**config.mk**
```make
export PLATFORM = sky130hd
export DESIGN_NAME = gpio_pcpu_irq_bank
export DESIGN_NICKNAME = d
export VERILOG_FILES = /design/src/rtl/gpio_pcpu_pkg.sv /design/src/rtl/gpio_pcpu_group_or.sv /design/src/rtl/gpio_pcpu_slice.sv /design/src/rtl/gpio_pcpu_irq_bank.sv
export SDC_FILE = /design/constraint.sdc
export NUM_CORES = 1
export LEC_CHECK = 0
export BUFFER_PORTS_ARGS = -buffer_cell sky130_fd_sc_hd__buf_2
export CAP_MARGIN = 20
export CORE_UTILIZATION = 45
export CTS_CLUSTER_SIZE = 20
export DETAILED_ROUTE_END_ITERATION = 7
export GPL_ROUTABILITY_DRIVEN = 0
export HOLD_SLACK_MARGIN = 0.02
export SYNTH_ARGS = -nofsm -noshare
export SYNTH_HDL_FRONTEND = slang
export SYNTH_SLANG_ARGS = --single-unit
```
**constraint.sdc**
```tcl
create_clock -name clk -period 2.3 [get_ports clk]
set_clock_uncertainty 0.2 [all_clocks]
set_input_delay 0.115 -clock clk [delete_from_list [all_inputs] [get_ports clk]]
set_output_delay 0.115 -clock clk [all_outputs]
set_load 0.01 [all_outputs]
```
**src/rtl/gpio_pcpu_pkg.sv**
```systemverilog
package gpio_pcpu_pkg;
  typedef enum logic [1:0] {
    RG_CAUSE = 2'd0,
    RG_EMASK = 2'd1,
    RG_LMASK = 2'd2,
    RG_NONE  = 2'd3
  } region_e;
endpackage

```
**src/rtl/gpio_pcpu_group_or.sv**
```systemverilog
module gpio_pcpu_group_or #(
  parameter int LINES = 32,
  parameter int GRP   = 8,
  localparam int NGRP = LINES / GRP
) (
  input  logic [LINES-1:0] req,
  output logic [NGRP-1:0]  grp
);
  for (genvar g = 0; g < NGRP; g++) begin : g_or
    assign grp[g] = |req[g*GRP +: GRP];
  end
endmodule

```
**src/rtl/gpio_pcpu_slice.sv**
```systemverilog
module gpio_pcpu_slice #(
  parameter int LINES = 32,
  parameter int GRP   = 8,
  localparam int NGRP = LINES / GRP
) (
  input  logic             clk,
  input  logic             rst,
  input  logic [LINES-1:0] edge_pulse,
  input  logic [LINES-1:0] level_in,
  input  logic             we_cause,
  input  logic             we_emask,
  input  logic             we_lmask,
  input  logic [LINES-1:0] wdata,
  output logic [LINES-1:0] cause_q,
  output logic [LINES-1:0] emask_q,
  output logic [LINES-1:0] lmask_q,
  output logic [NGRP-1:0]  grp_q
);
  logic [LINES-1:0] req;
  logic [NGRP-1:0]  grp_c;
  logic [LINES-1:0] cause_kept;

  assign req        = (level_in & lmask_q) | (cause_q & emask_q);
  assign cause_kept = we_cause ? (cause_q & wdata) : cause_q;

  gpio_pcpu_group_or #(.LINES(LINES), .GRP(GRP)) u_grp (
    .req (req),
    .grp (grp_c)
  );

  always_ff @(posedge clk) begin
    if (rst) begin
      cause_q <= '0;
      emask_q <= '0;
      lmask_q <= '0;
      grp_q   <= '0;
    end else begin
      cause_q <= cause_kept | edge_pulse;
      if (we_emask) emask_q <= wdata;
      if (we_lmask) lmask_q <= wdata;
      grp_q <= grp_c;
    end
  end

  AST_RESET_CLEARS: assert property (@(posedge clk)
    rst |=> (cause_q == '0 && emask_q == '0 && lmask_q == '0 && grp_q == '0));
  AST_EDGE_LATCHED: assert property (@(posedge clk) disable iff (rst)
    (|edge_pulse) |=> ((cause_q & $past(edge_pulse)) == $past(edge_pulse)));
  AST_CAUSE_STICKY: assert property (@(posedge clk) disable iff (rst)
    !we_cause |=> ((cause_q & $past(cause_q)) == $past(cause_q)));
  AST_MASKS_HOLD: assert property (@(posedge clk) disable iff (rst)
    (!we_emask && !we_lmask) |=> ($stable(emask_q) && $stable(lmask_q)));
  AST_MASKED_QUIET: assert property (@(posedge clk) disable iff (rst)
    (emask_q == '0 && lmask_q == '0) |=> (grp_q == '0));
endmodule

```
**src/rtl/gpio_pcpu_irq_bank.sv**
```systemverilog
module gpio_pcpu_irq_bank #(
  parameter int NUM_CPU = 4,
  parameter int LINES   = 32,
  parameter int GRP     = 8,
  parameter int ADDR_W  = 8,
  localparam int NGRP   = LINES / GRP,
  localparam int CPU_W  = $clog2(NUM_CPU),
  localparam int TOP_B  = CPU_W + 4
) (
  input  logic                    clk,
  input  logic                    rst,
  input  logic [LINES-1:0]        edge_pulse,
  input  logic [LINES-1:0]        level_in,
  input  logic                    acc_we,
  input  logic [ADDR_W-1:0]       acc_addr,
  input  logic [LINES-1:0]        acc_wdata,
  output logic [LINES-1:0]        acc_rdata,
  output logic [NUM_CPU*NGRP-1:0] irq_grp
);
  import gpio_pcpu_pkg::*;

  logic             aligned;
  logic             upper_zero;
  logic             addr_hit;
  logic [CPU_W-1:0] cpu_idx;
  region_e          region;

  logic [LINES-1:0] cause_a [NUM_CPU];
  logic [LINES-1:0] emask_a [NUM_CPU];
  logic [LINES-1:0] lmask_a [NUM_CPU];
  logic [NUM_CPU-1:0] we_c, we_e, we_l;
  logic [LINES-1:0] rd_c;

  assign aligned = (acc_addr[1:0] == 2'b00);
  assign cpu_idx = acc_addr[CPU_W+1:2];
  assign region  = region_e'(acc_addr[CPU_W+3:CPU_W+2]);

  if (ADDR_W > TOP_B) begin : g_upper
    assign upper_zero = (acc_addr[ADDR_W-1:TOP_B] == '0);
  end else begin : g_noupper
    assign upper_zero = 1'b1;
  end

  assign addr_hit = aligned && upper_zero && (region != RG_NONE);

  for (genvar c = 0; c < NUM_CPU; c++) begin : g_cpu
    logic sel;
    assign sel     = acc_we && addr_hit && (cpu_idx == CPU_W'(c));
    assign we_c[c] = sel && (region == RG_CAUSE);
    assign we_e[c] = sel && (region == RG_EMASK);
    assign we_l[c] = sel && (region == RG_LMASK);

    gpio_pcpu_slice #(.LINES(LINES), .GRP(GRP)) u_slice (
      .clk        (clk),
      .rst        (rst),
      .edge_pulse (edge_pulse),
      .level_in   (level_in),
      .we_cause   (we_c[c]),
      .we_emask   (we_e[c]),
      .we_lmask   (we_l[c]),
      .wdata      (acc_wdata),
      .cause_q    (cause_a[c]),
      .emask_q    (emask_a[c]),
      .lmask_q    (lmask_a[c]),
      .grp_q      (irq_grp[c*NGRP +: NGRP])
    );
  end

  always_comb begin
    rd_c = '0;
    if (addr_hit) begin
      unique case (region)
        RG_CAUSE: rd_c = cause_a[cpu_idx];
        RG_EMASK: rd_c = emask_a[cpu_idx];
        RG_LMASK: rd_c = lmask_a[cpu_idx];
        default:  rd_c = '0;
      endcase
    end
  end

  always_ff @(posedge clk) begin
    if (rst) acc_rdata <= '0;
    else     acc_rdata <= rd_c;
  end

  AST_UNUSED_READ_ZERO: assert property (@(posedge clk) disable iff (rst)
    !addr_hit |=> (acc_rdata == '0));
  AST_SINGLE_TARGET: assert property (@(posedge clk) disable iff (rst)
    $countones({we_c, we_e, we_l}) <= 1);
  AST_NO_WRITE_NO_STROBE: assert property (@(posedge clk) disable iff (rst)
    !acc_we |-> ({we_c, we_e, we_l} == '0));
endmodule

```
# Word level (Yosys, flattened, before mapping)
# Index checks and enable logic that the tools add are counted.
# totals
ff_bits	432
in_bits	107
# classes
order_cmp	1
eq_ne	6
n_mux	14
bitwise_logic	22
reduce_logical	40
# op_table
op	n
$and A32 B32 Y32	12
$mux W32	10
$or A32 B32 Y32	8
$bmux W32 S2	3
$reduce_or A8 Y1	16
$pmux W32 S3	1
$logic_and A1 B1 Y1	19
$logic_not A2 Y1	4
$eq A2 B2 Y1 const B	3
$eq A2 B1 Y1 const B	2
$ge A3 B3 Y1 const B	1
$not A2 Y3	1
$ne A2 B2 Y1 const B	1
$reduce_or A2 Y1	1
$not A1 Y1	1

# Longest topological paths before layout
# Gate-level depths: netlist of the first run.
# depth
ltp_word	8
depth_mapped	8
mapped_depth_nobuf	4

# By module
# A second synthesis of the first run with hierarchy kept.
# unflattened
hier_cells	1857
area_unflattened_um2	19855.3
# modules_own_cells
mod	n_inst	cells_per_inst	area_each_um2	seq_area_each_um2
gpio_pcpu_slice	4	382	3926.3	2001.9
gpio_pcpu_irq_bank	1	281	3890.0	640.6
gpio_pcpu_group_or	4	12	65.1	0.0

# Least setup slack after synthesis of the first run
# OpenSTA, ideal clock, no wires.
# synth_path
path_type	input to register
start	input acc_addr[3]
end	register acc_rdata[13]
setup_time_ns	0.117
t_arrival_ns	1.599
required_time_ns	1.983
slack_ns	0.383
cell_stages	5
path_cell_list	buf_2 > buf_1 > mux4_2 > a22oi_1 > nand2_1
# synth_via
elab_chain_len	5
elab_cells_between_ends	11
cone_classes	10 x mux; 1 x bitwise
# synth_lines
item	line_no	text
start: declaration	gpio_pcpu_irq_bank.sv:15	input logic [ADDR_W-1:0] acc_addr,
$not A2 Y3 (not written as such) (*)	gpio_pcpu_irq_bank.sv:73, gpio_pcpu_irq_bank.sv:74, gpio_pcpu_irq_bank.sv:75	
$bmux W32 S2 (on tied branches)	gpio_pcpu_irq_bank.sv:75, gpio_pcpu_irq_bank.sv:73, gpio_pcpu_irq_bank.sv:74	
$mux W32 (on tied branches) (2 in series)	gpio_pcpu_irq_bank.sv:75, gpio_pcpu_irq_bank.sv:73, gpio_pcpu_irq_bank.sv:74	
$pmux W32 S3 (*)	gpio_pcpu_irq_bank.sv:72	unique case (region)
end signal: assignment	gpio_pcpu_irq_bank.sv:83	else acc_rdata <= rd_c;
end: declaration	gpio_pcpu_irq_bank.sv:17	output logic [LINES-1:0] acc_rdata,
# Mark *: on every way between the ends. The rest lies on a longest branch, timed or not. The select of a mux whose other input is x is not followed.
# A chain may end at the register's enable or synchronous reset.

# Worst setup path after layout of the first run
# layout_path
start	input acc_addr[3]
end	register g_cpu[3].u_slice.cause_q[26]
# layout_via
elab_chain_len	5
# layout_lines
item	line_no	text
$eq A2 B2 Y1	gpio_pcpu_irq_bank.sv:48	assign sel = acc_we && addr_hit && (cpu_idx == CPU_W'(c));
$logic_and A1 B1 Y1	gpio_pcpu_irq_bank.sv:48	
$logic_and A1 B1 Y1	gpio_pcpu_irq_bank.sv:49	assign we_c[c] = sel && (region == RG_CAUSE);
$mux W32	gpio_pcpu_slice.sv:24	assign cause_kept = we_cause ? (cause_q & wdata) : cause_q;
$or A32 B32 Y32	gpio_pcpu_slice.sv:38	cause_q <= cause_kept | edge_pulse;
end signal: assignment	gpio_pcpu_slice.sv:38	
end: declaration	gpio_pcpu_slice.sv:14	output logic [LINES-1:0] cause_q,
# Every way passes these cells.

==> flow_metrics.env, run 1 <==
export IMPL_coreArea_um2=40200
export IMPL_hold_class="in -> reg"
export IMPL_wl_per_cell_um=24.3
export IMPL_nets=2397
export IMPL_synth_seq_area_share_pct=46.7
export IMPL_firstDrtPassIters=6
export IMPL_syn_area_um2=18500
export IMPL_numCtsBuffers=47
export IMPL_design_area_um2=23200
export IMPL_final_antenna_net_count=0
export IMPL_yosys_warnings=0
export IMPL_max_freq_mhz=451
export IMPL_route_detailed_drc=0
export IMPL_finalSetupTns_ns=0
export IMPL_worst_pin_slew_ns=0.750
export IMPL_leakagePower_uw=0.00829
export IMPL_placed_cell_area_um2=20100
export IMPL_drv_cap=0
export IMPL_clock_latency_ns=0.59
export IMPL_clockBufferDepth=3
export IMPL_path_class="in -> reg"
export IMPL_syn2layout_area_growth_pct=25.1
export IMPL_gr_usage_all_layers_pct=32.8
export IMPL_cp_max_fo=18
export IMPL_drive_above_1_share_pct=18.1
export IMPL_drv_slew=0
export IMPL_synth_fa_ha_area_share_pct=0
export IMPL_portBuffers=154
export IMPL_power_density_nw_per_um2=730
export IMPL_dp_hpwl_um=44900
export IMPL_synth_mux_area_share_pct=11.7
export IMPL_finalHoldViolCount=0
export IMPL_yosys_area_share_simple_pct=16.7
export IMPL_grt_pass1_vias=16840
export IMPL_syn_instance_count=2064
export IMPL_ys_ff_latch=432
export IMPL_cts_root_buf="clkbuf_16"
export IMPL_clkTransAtPathRegs_ns=0.06
export IMPL_antenna_cells=0
export IMPL_synth_compound_area_share_pct=20.6
export IMPL_period_needed_ns=2.22
export IMPL_slew_headroom_pct=50.0
export IMPL_vias_per_cell=6.24
export IMPL_tritoncts="yes"
export IMPL_fin_util_pct=57.7
export IMPL_antenna_found_initial=1
export IMPL_period_share_pct=96.4
export IMPL_synth_top_family_by_area="compound AO/OA/AOI/OAI gates"
export IMPL_syn_avg_cell_area_um2=8.98
export IMPL_grt_ovfl_total=0
export IMPL_die_area_um2=42000
export IMPL_post_synth_num_cell_types=23
export IMPL_status="finished clean"
export IMPL_die_y_um=205
export IMPL_wirelength_um=69400
export IMPL_clkSinkCount=432
export IMPL_htree_levels=2
export IMPL_vdd_drop_max_uv=478
export IMPL_cp_required_ns=2.56
export IMPL_cp_arrival_ns=2.48
export IMPL_initial_core_util_pct=46.1
export IMPL_grt_max_degree=149
export IMPL_setup_viol=0
export IMPL_end_kind="flip-flop"
export IMPL_synth_xor_area_share_pct=0
export IMPL_first_iter_violations=2067
export IMPL_rsz0062_at_grt="no"
export IMPL_num_rows=73
export IMPL_die_w_um=205
export IMPL_worst_setup_path_start_kind="input port"
export IMPL_io_pins=155
export IMPL_syn_nets=2171
export IMPL_vias=17799
export IMPL_grt_pass1_wl_um=104000
[critical path, cell delays in order]
cell,delay (ns)
dlygate4sd3_1,0.55
buf_6,0.28
and2_2,0.44
buf_4,0.36
a311oi_1,0.13
dlygate4sd3_1,0.59
[what timing repair did]
| item | 4_1_cts | 5_1_grt |
|---|---|---|
| hold buffers | 146 | 1 |
| gates resized for setup | 0 | 1 |
| hold endpoints to repair | 432 | 1 |
| buffers inserted | 0 | 2 |
| setup endpoints to repair | 0 | 8 |
[per-layer routing]
layer  part of all wire, %  vias up  global-route usage, %
met5                 0.014        -                      0
met4                   2.8        2                   10.5
met1                    41     8662                   45.8
met2                    46     1061                   52.1
li1                      -     7910                      -
met3                    10      164                   4.76
[synthesized netlist by cell type]
cell type  instances  area, um^2
a22o_1            48         420
nand2_1          576        2160
mux4_2            96        2160
a221oi_1          48         420
nor4b_2            1        15.0
buf_1              8        30.0
clkbuf_1         138         518
buf_4              3        22.5
nor2b_1            2        12.5
a311oi_1         128        1120
nor4_2             2        25.0
a31oi_1           16         100
or4_4              1        11.3
and3b_1            2        17.5
buf_2             47         235
nor4b_4            2        47.6
a21oi_1          256        1280
and3_1            24         150
a22oi_1           64         480
dfxtp_1          432        8650
nand3_1            8        40.0
nor2_1           161         604
and2_1             1        6.26
[state kept, by name, summed over array words and instances, names as in the netlist]
register	flops
g_cpu.u_slice.grp_q	16
g_cpu.u_slice.cause_q	128
g_cpu.u_slice.emask_q	128
acc_rdata	32
g_cpu.u_slice.lmask_q	128
[cell families (layout without fill, tap and decap cells)]
| kind of cell | count (synthesis) | in the layout |
|---|---|---|
| flip-flops | 432 | 432 |
| AO/OA/AOI/OAI | 560 | 560 |
| buffers and inverters | 196 | 458 |
| AND/OR/NAND/NOR | 780 | 780 |
| multiplexers | 96 | 96 |
[worst paths after layout]
| kind | end | startpoint | slack [ns] | cells past startpoint |
|---|---|---|---|---|
| max | g_cpu[3].u_slice.cause_q[26] | acc_addr[3] | 0.08 | 6 |
| min | g_cpu[2].u_slice.cause_q[24] | acc_addr[2] | 0.03 | 4 |
| max reg2reg | g_cpu[2].u_slice.grp_q[2] | g_cpu[2].u_slice.lmask_q[16] | 0.09 | 5 |
| min reg2reg | g_cpu[3].u_slice.emask_q[4] | g_cpu[3].u_slice.emask_q[4] | 0.27 | 2 |
[cell type report]
class / instances / area [um^2]
clock inverter: 11 / 145
timing repair buffer: 373 / 3100
clock buffer: 74 / 1460
fill: 3631 / 17000
tap: 525 / 657
sequential: 432 / 8650
multi-input combinational: 1436 / 9170
[power by group]
| part | internal [uW] | switching [uW] |
|---|---|---|
| Clock | 4680 | 3140 |
| Combinational | 551 | 718 |
| Sequential | 7650 | 168 |
| Total | 12900 | 4030 |
[stage by stage]
step                power (uW)  cells  hold WS (ns)  setup slack [ns]
floorplan                 8550   2064        0.0790             0.383
global placement          9020   2617         0.226             0.188
detailed placement        9040   2617         0.235             0.163
CTS                      16900   2848        0.0358            0.0255
global route             17400   2851        0.0649            0.0241
finish                   16900   2851        0.0293            0.0818
[cells in the final DEF (no fill, tap or decap), drive strengths merged]
cell	instances
nand2	576
a311oi	128
a31oi	16
a221oi	48
clkinv	7
clkbuf	74
nor2b	2
nor4	2
inv	1
and3	24
a22o	48
buf	226
and2	1
dfxtp	432
dlygate4sd3	147
or4	1
bufinv	3
nand3	8
a21oi	256
nor2	161
mux4	96
and3b	2
a22oi	64
nor4b	3
Note: power is estimated with default switching activity, not from simulation.
==> run 2, diff against run 1 <==
Settings changed: SETUP_SLACK_MARGIN from default to 0.5.
Clock period 2.3 ns to 2.6 ns, I/O delays scaled along.
==> run 2 against run 1 <==
Clock power fell by 8.6%. Hold slack improved by 0.029 ns. Via count fell by 0.15%. Non-clock buffer count fell by 19. Core utilization fell by 0.55 points. Sequential cell count did not move. Register-to-register slack improved by 0.49 ns. Worst setup slack improved by 0.46 ns. Sequential power fell by 12%. Sequential share of layout area rose by 0.36 points. Wire length rose by 1.8%. Critical path type unchanged.
==> flow_metrics.env, run 2 (same netlist as run 1, synthesis figures left out) <==
export IMPL_first_iter_violations=2338
export IMPL_end_kind="flip-flop"
export IMPL_clock_latency_ns=0.59
export IMPL_setup_viol=0
export IMPL_register_area_um2=8650
export IMPL_initial_core_util_pct=46.1
export IMPL_holdPathStages=4
export IMPL_path_class="in -> reg"
export IMPL_multiInputGateArea_um2=9180
export IMPL_path_delay_family="buffers and inverters"
export IMPL_route_detailed_drc=0
export IMPL_grt_max_degree=127
export IMPL_critPathMaxStageDelay_ns=0.61
export IMPL_drv_cap=0
export IMPL_drive_above_1_share_pct=18.2
export IMPL_clockBufferDepth=3
export IMPL_crit_slowest_cell="dlygate4sd3_1"
export IMPL_antenna_found_initial=1
export IMPL_finalHoldViolCount=0
export IMPL_clkTransAtPathRegs_ns=0.06
export IMPL_leakagePower_uw=0.00820
export IMPL_cp_required_ns=2.86
export IMPL_worst_pin_slew_ns=0.724
export IMPL_htree_levels=2
export IMPL_path_buf_inv=4
export IMPL_cp_common_cell="dlygate4sd3_1"
export IMPL_period_share_pct=79.3
export IMPL_num_rows=73
export IMPL_gr_usage_all_layers_pct=33.3
export IMPL_die_y_um=205
export IMPL_r2r_start="g_cpu[1].u_slice.cause_q[2]"
export IMPL_holdCritStartpoint="acc_addr[3]"
export IMPL_vias_per_cell=6.27
export IMPL_wl_per_cell_um=24.9
export IMPL_slew_headroom_pct=51.7
export IMPL_hold_end="acc_rdata[24]"
export IMPL_fillers=3570
export IMPL_syn2layout_area_growth_pct=23.9
export IMPL_grt_pass1_vias=17016
export IMPL_tritoncts="yes"
export IMPL_clkSinkCount=432
export IMPL_final_cell_mix="576 x nand2_1, 432 x dfxtp_1, 256 x a21oi_1"
export IMPL_r2r_cells=5
export IMPL_finalSetupTns_ns=0
export IMPL_grt_pass1_wl_um=105000
export IMPL_worst_setup_path_start_kind="input port"
export IMPL_grt_ovfl_total=0
export IMPL_die_w_um=205
export IMPL_cts_root_buf="clkbuf_16"
export IMPL_max_freq_mhz=485
export IMPL_crit_chain="dlygate4sd3_1 -> buf_8 -> buf_16 -> a311oi_1 -> dlygate4sd3_1"
export IMPL_r2r_end="g_cpu[1].u_slice.grp_q[0]"
export IMPL_cp_arrival_ns=2.32
export IMPL_wirelength_um=70700
export IMPL_regToRegSetupSlack_ns=0.58
export IMPL_rsz0062_at_grt="yes"
export IMPL_vdd_drop_max_uv=394
export IMPL_nets=2378
export IMPL_power_density_nw_per_um2=660
export IMPL_cp_max_fo=126
export IMPL_fin_util_pct=57.1
export IMPL_numCtsBuffers=47
export IMPL_final_antenna_net_count=0
export IMPL_period_needed_ns=2.06
export IMPL_firstDrtPassIters=6
export IMPL_dp_hpwl_um=44500
export IMPL_hold_class="in -> reg"
export IMPL_drv_slew=0
export IMPL_io_pins=155
export IMPL_layout_commonest_cell="nand2_1"
export IMPL_largest_registers="g_cpu.u_slice.cause_q x128, g_cpu.u_slice.emask_q x128, g_cpu.u_slice.lmask_q x128"
export IMPL_whs_ns=0.0580
export IMPL_coreArea_um2=40200
export IMPL_portBuffers=154
export IMPL_die_area_um2=42000
export IMPL_vias=17772
export IMPL_status="finished clean"
==> run 2: worst max-delay path by stage <==
stage / start / slack [ns] / end / depth (start not counted)
2_1_floorplan: acc_addr[3] / 0.67 / acc_rdata[11] / 5
3_3_place_gp: acc_addr[1] / 0.46 / g_cpu[0].u_slice.cause_q[17] / 6
3_5_place_dp: acc_addr[1] / 0.39 / g_cpu[0].u_slice.cause_q[29] / 6
4_1_cts: acc_addr[1] / 0.52 / g_cpu[2].u_slice.cause_q[14] / 7
5_1_grt: rst / 0.49 / g_cpu[1].u_slice.cause_q[15] / 5
6_report: rst / 0.54 / g_cpu[1].u_slice.cause_q[15] / 5
==> run 2: final cells by class <==
| type | instances | share of cell area (%) |
|---|---|---|
| antenna | 1 | 0.0109 |
| multi-input combinational | 1436 | 40.0 |
| clock inverter | 14 | 0.959 |
| timing repair buffer | 354 | 12.3 |
| tap | 525 | 2.86 |
| sequential | 432 | 37.7 |
| clock buffer | 71 | 6.18 |
==> run 2: per-layer routing <==
layer	GRT usage, %	vias up	routed length (um)
met5	0	-	0
met3	6.30	204	7190
met1	45.1	8590	28700
met4	14.4	0	2700
met2	51.9	1084	32100
li1	-	7894	-
==> run 2: report_power, final <==
part / switching, uW / total [uW] / internal, uW
Sequential: 146 / 6920 / 6770
Combinational: 631 / 1090 / 464
Clock: 2800 / 7150 / 4340
Total: 3580 / 15200 / 11600
==> run 2: stage by stage <==
step,std cells,setup slack (ns),power [uW],cell area (um^2)
after floorplan,2064,0.668,7560,18500
after global placement,2611,0.464,7960,19900
after detailed placement,2611,0.390,7980,19900
after CTS,2824,0.521,15200,22900
after global routing,2833,0.493,15500,23000
final,2833,0.538,15200,23000
==> run 2: tightest hold or removal path: stages <==
cell and delay, ns:
buf_6 0.25, mux4_2 0.27, a22oi_1 0.07, nand2_1 0.07
==> run 2: what timing repair did <==
| action | 4_1_cts | 5_1_grt |
|---|---|---|
| endpoints found under the setup margin | 0 | 12 |
| gates resized for setup | 0 | 5 |
| buffers inserted | 0 | 6 |
| endpoints found under the hold margin | 432 | 0 |
| hold buffers | 128 | 0 |
